[config.mk]
export PLATFORM = sky130hd
export DESIGN_NAME = clock_victim_sel
export DESIGN_NICKNAME = d
export VERILOG_FILES = /design/src/rtl/cvs_pkg.sv /design/src/rtl/cvs_frame_bits.sv /design/src/rtl/cvs_sweep_ctrl.sv /design/src/rtl/clock_victim_sel.sv
export SDC_FILE = /design/constraint.sdc
export NUM_CORES = 1
export LEC_CHECK = 0
export ABC_CLOCK_PERIOD_IN_PS = 2000
export BUFFER_PORTS_ARGS = -buffer_cell sky130_fd_sc_hd__buf_2
export CAP_MARGIN = 20
export CELL_PAD_IN_SITES_DETAIL_PLACEMENT = 1
export CELL_PAD_IN_SITES_GLOBAL_PLACEMENT = 1
export CORE_MARGIN = 1.5
export CORE_UTILIZATION = 25
export DETAILED_ROUTE_END_ITERATION = 7
export GPL_ROUTABILITY_DRIVEN = 0
export PLACE_DENSITY = 0.51
export SYNTH_ARGS = -nofsm -noshare
export SYNTH_HDL_FRONTEND = slang
export SYNTH_SLANG_ARGS = --single-unit
[constraint.sdc]
create_clock -name clk -period 2 [get_ports clk]
set_clock_uncertainty 0.15 [all_clocks]
set_input_delay 0.4 -clock clk [delete_from_list [all_inputs] [get_ports clk]]
set_output_delay 0.4 -clock clk [all_outputs]
set_load 0.02 [all_outputs]
[src/rtl/cvs_pkg.sv]
package cvs_pkg;
  typedef enum logic {ST_IDLE, ST_SWEEP} sweep_state_e;
endpackage

[src/rtl/cvs_frame_bits.sv]
module cvs_frame_bits #(
  parameter int NUM_FRAMES = 4,
  parameter int IDX_W = $clog2(NUM_FRAMES)
) (
  input  logic                  clk,
  input  logic                  rst,
  input  logic                  acc_valid,
  input  logic [IDX_W-1:0]      acc_idx,
  input  logic                  acc_write,
  input  logic                  clr_en,
  input  logic                  fill_en,
  input  logic [IDX_W-1:0]      sel_idx,
  output logic [NUM_FRAMES-1:0] use_vec,
  output logic [NUM_FRAMES-1:0] valid_vec,
  output logic [NUM_FRAMES-1:0] dirty_vec
);
  for (genvar i = 0; i < NUM_FRAMES; i++) begin : g_frame
    logic hit, sel;
    assign hit = acc_valid && (acc_idx == IDX_W'(i)) && valid_vec[i];
    assign sel = (sel_idx == IDX_W'(i));

    always_ff @(posedge clk) begin
      if (rst) begin
        use_vec[i]   <= 1'b0;
        valid_vec[i] <= 1'b0;
        dirty_vec[i] <= 1'b0;
      end else begin
        if (hit)                         use_vec[i] <= 1'b1;
        else if ((clr_en || fill_en) && sel) use_vec[i] <= 1'b0;
        if (fill_en && sel)              valid_vec[i] <= 1'b1;
        if (hit && acc_write)            dirty_vec[i] <= 1'b1;
        else if (fill_en && sel)         dirty_vec[i] <= 1'b0;
      end
    end
  end
endmodule

[src/rtl/cvs_sweep_ctrl.sv]
module cvs_sweep_ctrl
  import cvs_pkg::*;
#(
  parameter int NUM_FRAMES = 4,
  parameter int IDX_W = $clog2(NUM_FRAMES)
) (
  input  logic                  clk,
  input  logic                  rst,
  input  logic                  flt_valid,
  input  logic [NUM_FRAMES-1:0] use_vec,
  input  logic [NUM_FRAMES-1:0] valid_vec,
  input  logic [NUM_FRAMES-1:0] dirty_vec,
  output logic                  flt_ready,
  output logic                  busy,
  output logic                  clr_en,
  output logic                  fill_en,
  output logic [IDX_W-1:0]      hand,
  output logic                  victim_valid,
  output logic [IDX_W-1:0]      victim_idx,
  output logic                  victim_evict,
  output logic                  victim_dirty
);
  localparam logic [IDX_W-1:0] LAST = IDX_W'(NUM_FRAMES - 1);

  sweep_state_e state;
  logic         take;
  logic [IDX_W-1:0] hand_nxt;

  assign busy      = (state == ST_SWEEP);
  assign flt_ready = !busy;
  assign take      = (!valid_vec[hand]) || (!use_vec[hand]);
  assign clr_en    = busy && !take;
  assign fill_en   = busy && take;
  assign hand_nxt  = (hand == LAST) ? '0 : hand + 1'b1;

  always_ff @(posedge clk) begin
    if (rst) begin
      state        <= ST_IDLE;
      hand         <= '0;
      victim_valid <= 1'b0;
      victim_idx   <= '0;
      victim_evict <= 1'b0;
      victim_dirty <= 1'b0;
    end else begin
      victim_valid <= 1'b0;
      case (state)
        ST_IDLE: if (flt_valid) state <= ST_SWEEP;
        ST_SWEEP: begin
          hand <= hand_nxt;
          if (take) begin
            state        <= ST_IDLE;
            victim_valid <= 1'b1;
            victim_idx   <= hand;
            victim_evict <= valid_vec[hand];
            victim_dirty <= valid_vec[hand] && dirty_vec[hand];
          end
        end
        default: state <= ST_IDLE;
      endcase
    end
  end
endmodule

[src/rtl/clock_victim_sel.sv]
module clock_victim_sel #(
  parameter int NUM_FRAMES = 4,
  localparam int IDX_W = $clog2(NUM_FRAMES)
) (
  input  logic             clk,
  input  logic             rst,
  input  logic             acc_valid,
  input  logic [IDX_W-1:0] acc_idx,
  input  logic             acc_write,
  input  logic             flt_valid,
  output logic             flt_ready,
  output logic             busy,
  output logic             victim_valid,
  output logic [IDX_W-1:0] victim_idx,
  output logic             victim_evict,
  output logic             victim_dirty
);
  logic [NUM_FRAMES-1:0] use_vec, valid_vec, dirty_vec;
  logic                  clr_en, fill_en;
  logic [IDX_W-1:0]      hand;

  cvs_frame_bits #(.NUM_FRAMES(NUM_FRAMES), .IDX_W(IDX_W)) u_bits (
    .clk(clk), .rst(rst),
    .acc_valid(acc_valid), .acc_idx(acc_idx), .acc_write(acc_write),
    .clr_en(clr_en), .fill_en(fill_en), .sel_idx(hand),
    .use_vec(use_vec), .valid_vec(valid_vec), .dirty_vec(dirty_vec)
  );

  cvs_sweep_ctrl #(.NUM_FRAMES(NUM_FRAMES), .IDX_W(IDX_W)) u_ctrl (
    .clk(clk), .rst(rst), .flt_valid(flt_valid),
    .use_vec(use_vec), .valid_vec(valid_vec), .dirty_vec(dirty_vec),
    .flt_ready(flt_ready), .busy(busy), .clr_en(clr_en), .fill_en(fill_en),
    .hand(hand), .victim_valid(victim_valid), .victim_idx(victim_idx),
    .victim_evict(victim_evict), .victim_dirty(victim_dirty)
  );
endmodule

==> results.yml, run 1 <==
status:
  status: "complete, no violations"
cts:
  cts_tree: "yes"
  clock_sinks: 20
  cts.path.max_buffers: 2
  h-tree-depth: 1
  ctsHoldBuffers: 0
  post_cts_buffers: 0
  cts-root-buf: "clkbuf_4"
  cts_buffers: 3
  cts.clk_slew.worst_paths_ns: 0.12
  clk_latency_ns: 0.31
  cts_resized: 0
power:
  power_density_nw_per_um2: 765
  vdd_ir_drop_max_v: 0.000245
  leakagePower_nw: 0.422
  p_total_mw: 0.830
layout:
  diodes: 0
  areaGrowthSynthToFinish_pct: 18.3
  final_util: 0.318
  fin_nets: 122
  drive_gt1_frac: 0.218
  final_cell_area_um2: 1080
worst_hold_path:
  min_to: "u_ctrl.busy"
  whs_path_depth: 3
  min_from: "flt_valid"
  hold_class: "input port to register"
critical_path:
  slowest_delay_ns: 0.53
  r2r_end: "u_ctrl.victim_idx[1]"
  rrSetupSlack_ns: 0.34
  critical_path.max_fanout: 10
  rr_worst_depth: 3
  worstPathRequired_ns: 1.45
  crit_chain: "inv_1 -> buf_2"
  arrival_ns: 1.24
  critical_path_class: "register to primary output"
  endpoint_kind: "primary output"
  start_kind: "register"
  slowest_stage: "dfxtp_1"
  r2r-start: "u_ctrl.hand[0]"
routing:
  wl_um: 2120
  via_per_inst: 4.62
  first_iter_violations: 34
  ant_nets: 0
  first_pass_iters: 4
  avgRoutedWirePerCell_um: 13.6
  post-route-drc-count: 0
  vias: 720
synth:
  syn_inst: 95
  synthFlopType: "dfxtp_1"
  synth.area.top_cells: "dfxtp_1 (44%), nand2_1 (5.7%), ha_1 (5.5%)"
  syn_avg_cell_area_um2: 9.65
  synthArstFlopShare: 0
  ys_warn_count: 0
  ys_seq_area_frac: 0.437
  synth_fp_nets: 106
  synth.ff_latch_count: 20
  synth_cell_types: 30
  synth_top_area_share: 0.437
  synth.most_common_cell: "dfxtp_1"
  synth_common_cells: "dfxtp_1 (20), nand2_1 (14), inv_1 (8), a21oi_1 (7), nor2_1 (6)"
  synthesis.area_um2: 917
  synth-edff-count: 0
  synth_top_area_cell: "dfxtp_1"
placement:
  dp_hpwl_um: 1670
  numPortBuffers: 13
  postPlaceCellArea_um2: 1030
sta:
  setup_violations: 0
  worstMarginPinSlew_ns: 0.346
  fmax_ghz: 0.560
  hold_viol: 0
  rsz0062_at_grt: "false"
  finalCritPeriodShare: 0.894
  max_slew_margin: 0.769
  slew_viol_final: 0
  fin_crit_ns: 1.79
  fin_setup_tns_ns: 0
grt:
  grt_max_degree: 16
  grt_pass1_wl_um: 3500
  grt_use_total: 0.113
  antenna_found_initial: 0
  grt-ovfl-total: 0
  grt_pass1_vias: 730
floorplan:
  rows: 21
  start_util: 0.268
  die_x_um: 63.6
  dieArea_um2: 4040
  core_um2: 3420
  fp.dieH_um: 63.6
  io_pins: 14
flow_run:
  drv_cap: 0
cells by family after synthesis:
kind of cell,share of synthesized area
buf+inv,0.0573
simple gates,0.168
compound gates,0.173
mux,0.111
fa+ha+maj,0.0546
flops,0.437
critical path, delay by kind of cell (launching register included):
kind     cells  cell delay (ns)
flops        1             0.53
buf+inv      2             0.40
registers in the layout (all words and copies together) (netlist names):
| signal | cells |
|---|---|
| u_bits.dirty_vec | 4 |
| u_bits.valid_vec | 4 |
| u_ctrl.victim_valid | 1 |
| u_ctrl.busy | 1 |
| u_ctrl.hand | 2 |
| u_bits.use_vec | 4 |
| u_ctrl.victim_idx | 2 |
| u_ctrl.victim_dirty | 1 |
| u_ctrl.victim_evict | 1 |
layout make-up:
class	instances	area, um2
timing repair buffer	15	80.1
fill	417	2330
tap	46	57.6
clock buffer	3	22.5
sequential	20	400
inverter	8	30.0
clock inverter	1	30.0
multi-input combinational	63	464
routing by layer:
layer,track usage,vias to the layer above,routed length [um]
li1,-,362,-
met1,0.149,339,1090
met2,0.183,15,921
met3,0.0268,4,80
met4,0.0326,0,25
met5,0,-,0
layout by cell type (no fill, tap or decap), types with 2 or more instances in the layout:
cell	count
nand3_1	2
nor2_1	6
dfxtp_1	20
o22ai_1	2
ha_1	4
clkbuf_4	3
nand2_1	14
mux2i_1	3
buf_2	13
a21oi_1	7
buf_4	2
nor2b_1	3
nand4b_1	2
inv_1	8
mux4_2	2
a32oi_1	2
nand2b_1	2
through the flow:
step           setup slack (ns)  std cells  hold WS, ns
2_1_floorplan             0.278         95        0.283
3_3_place_gp              0.386        152        0.294
3_5_place_dp              0.344        152        0.296
4_1_cts                   0.200        156        0.183
5_1_grt                   0.103        156        0.206
6_report                  0.213        156        0.186
power breakdown:
group          total (mW)  leakage, nW  internal, mW  switching (mW)
sequential          0.415        0.162         0.407         0.00820
combinational      0.0759        0.232        0.0292          0.0467
clock               0.339       0.0279         0.203           0.136
worst max-delay path by stage:
stage	cells past startpoint	to	start	slack [ns]
detailed placement	3	u_ctrl.victim_idx[1]	u_ctrl.hand[0]	0.34
finish	2	flt_ready	u_ctrl.busy	0.21
CTS	2	flt_ready	u_ctrl.busy	0.20
floorplan	4	u_bits.dirty_vec[2]	u_ctrl.hand[0]	0.28
global placement	3	u_ctrl.victim_idx[1]	u_ctrl.hand[0]	0.39
global route	2	flt_ready	u_ctrl.busy	0.10
Power figures use the tool's default switching activity.
==> run 2: changes to the inputs <==
Settings changed: ABC_CLOCK_PERIOD_IN_PS 2000 to 1850.
Clock period 2 ns to 1.85 ns, I/O delays scaled along.
==> run 2 against run 1 <==
Die area unchanged. First-iteration DRC count decreased by 2.9%. Worst setup slack got worse by 0.030 ns. Clock power decreased by 26%. Final area decreased by 0.12%. Clock-buffer cell count increased by 1. Via count increased by 1.3%. Largest cell class unchanged. Largest power group unchanged.
==> results.yml, run 2 (same netlist as run 1, synthesis figures left out) <==
status:
  status: "complete, no violations"
routing:
  first_iter_violations: 33
  vias: 729
  avgRoutedWirePerCell_um: 13.8
  first_pass_iters: 4
  via_per_inst: 4.61
  wl_um: 2180
  ant_nets: 0
  post-route-drc-count: 0
grt:
  grt_max_degree: 13
  grt_pass1_wl_um: 3670
  antenna_found_initial: 0
  grt_pass1_vias: 720
  grt_use_total: 0.119
  grt-ovfl-total: 0
worst_hold_path:
  whs_path_depth: 2
  min_from: "rst"
  hold_class: "input port to register"
  min_to: "u_ctrl.busy"
critical_path:
  rrSetupSlack_ns: 0.18
  endpoint_kind: "register"
  start_kind: "register"
  rr_worst_depth: 3
  r2r_end: "u_ctrl.victim_idx[1]"
  worstPathRequired_ns: 1.94
  arrival_ns: 1.75
  r2r-start: "u_ctrl.hand[0]"
  critical_path_class: "register to register"
  critical_path.max_fanout: 7
cts:
  cts.path.max_buffers: 2
  ctsHoldBuffers: 0
  cts_resized: 0
  cts_buffers: 3
  cts-root-buf: "clkbuf_4"
  clk_latency_ns: 0.30
  clock_sinks: 20
  cts_tree: "yes"
  h-tree-depth: 1
  cts.clk_slew.worst_paths_ns: 0.11
  post_cts_buffers: 0
sta:
  worstMarginPinSlew_ns: 0.381
  rsz0062_at_grt: "false"
  finalCritPeriodShare: 0.901
  fin_setup_tns_ns: 0
  slew_viol_final: 0
  hold_viol: 0
  setup_slack_ns: 0.182
  fmax_ghz: 0.600
  fin_crit_ns: 1.67
  max_slew_margin: 0.746
  setup_violations: 0
power:
  p_total_mw: 0.786
  power_density_nw_per_um2: 726
  vdd_ir_drop_max_v: 0.000310
  leakagePower_nw: 0.425
floorplan:
  core_um2: 3420
  fp.dieH_um: 63.6
  io_pins: 14
  rows: 21
  die_x_um: 63.6
  dieArea_um2: 4040
  start_util: 0.268
layout:
  final_util: 0.317
  fin_nets: 124
  drive_gt1_frac: 0.232
  top_regs: "u_bits.dirty_vec (4), u_bits.use_vec (4), u_bits.valid_vec (4)"
  diodes: 0
  fin_cells: 158
  final_cell_mix: "dfxtp_1 (20), nand2_1 (14), buf_2 (13)"
  areaGrowthSynthToFinish_pct: 18.1
  layout.cells.most_common: "dfxtp_1"
placement:
  dp_hpwl_um: 1710
  dp_cells: 154
  place_ws_ns: 0.212
  numPortBuffers: 13
flow_run:
  drv_cap: 0
==> run 2: changes by cell type in the layout (fill, tap and decap cells not counted) <==
| cell | previous run | this run |
|---|---|---|
| clkbuf_8 | 0 | 1 |
| bufinv_16 | 1 | 0 |
| buf_4 | 2 | 4 |
==> run 2: worst max-delay path, stage by stage, from the launching register on <==
cell and delay [ns]:
dfxtp_1 0.37, mux4_2 0.61, a21oi_4 0.27, mux2i_1 0.20
==> run 2: layout make-up <==
class                   count  area, um2
inverters                   8       30.0
well taps                  46       57.6
clock buffers               4       36.3
fillers                   418       2330
flip-flops and latches     20        400
repair buffers             17       95.1
multi-input cells          63        464
==> run 2: power by group <==
group          switching [mW]  internal, mW  leakage, nW  total, mW
combinational          0.0546        0.0346        0.242     0.0892
clock                   0.130         0.120       0.0210      0.250
sequential            0.00642         0.440        0.162      0.446
==> run 2: routing by layer <==
metal	track usage	share of wire	routed length [um]	up-vias
li1	-	-	-	367
met5	0	0	0	-
met1	0.163	0.49	1070	346
met3	0.0393	0.045	99	2
met4	0.0245	0.0064	14	0
met2	0.182	0.46	992	14
==> run 2: how the worst max path moves through the flow <==
stage / start / end / slack (ns) / cells past startpoint
3_3_place_gp: u_ctrl.hand[0] / u_ctrl.victim_idx[1] / 0.24 / 3
4_1_cts: u_ctrl.hand[0] / u_ctrl.victim_idx[1] / 0.17 / 3
3_5_place_dp: u_ctrl.hand[0] / u_bits.dirty_vec[2] / 0.21 / 3
2_1_floorplan: u_ctrl.hand[0] / u_bits.dirty_vec[2] / 0.13 / 4
5_1_grt: u_ctrl.hand[0] / u_ctrl.victim_idx[0] / 0.06 / 3
6_report: u_ctrl.hand[0] / u_ctrl.victim_idx[1] / 0.18 / 3
==> run 2: per-stage QoR <==
stage          hold WS, ns  cell area, um2
2_1_floorplan        0.283             917
3_3_place_gp         0.294            1050
3_5_place_dp         0.305            1050
4_1_cts              0.161            1080
5_1_grt              0.162            1080
6_report             0.163            1080
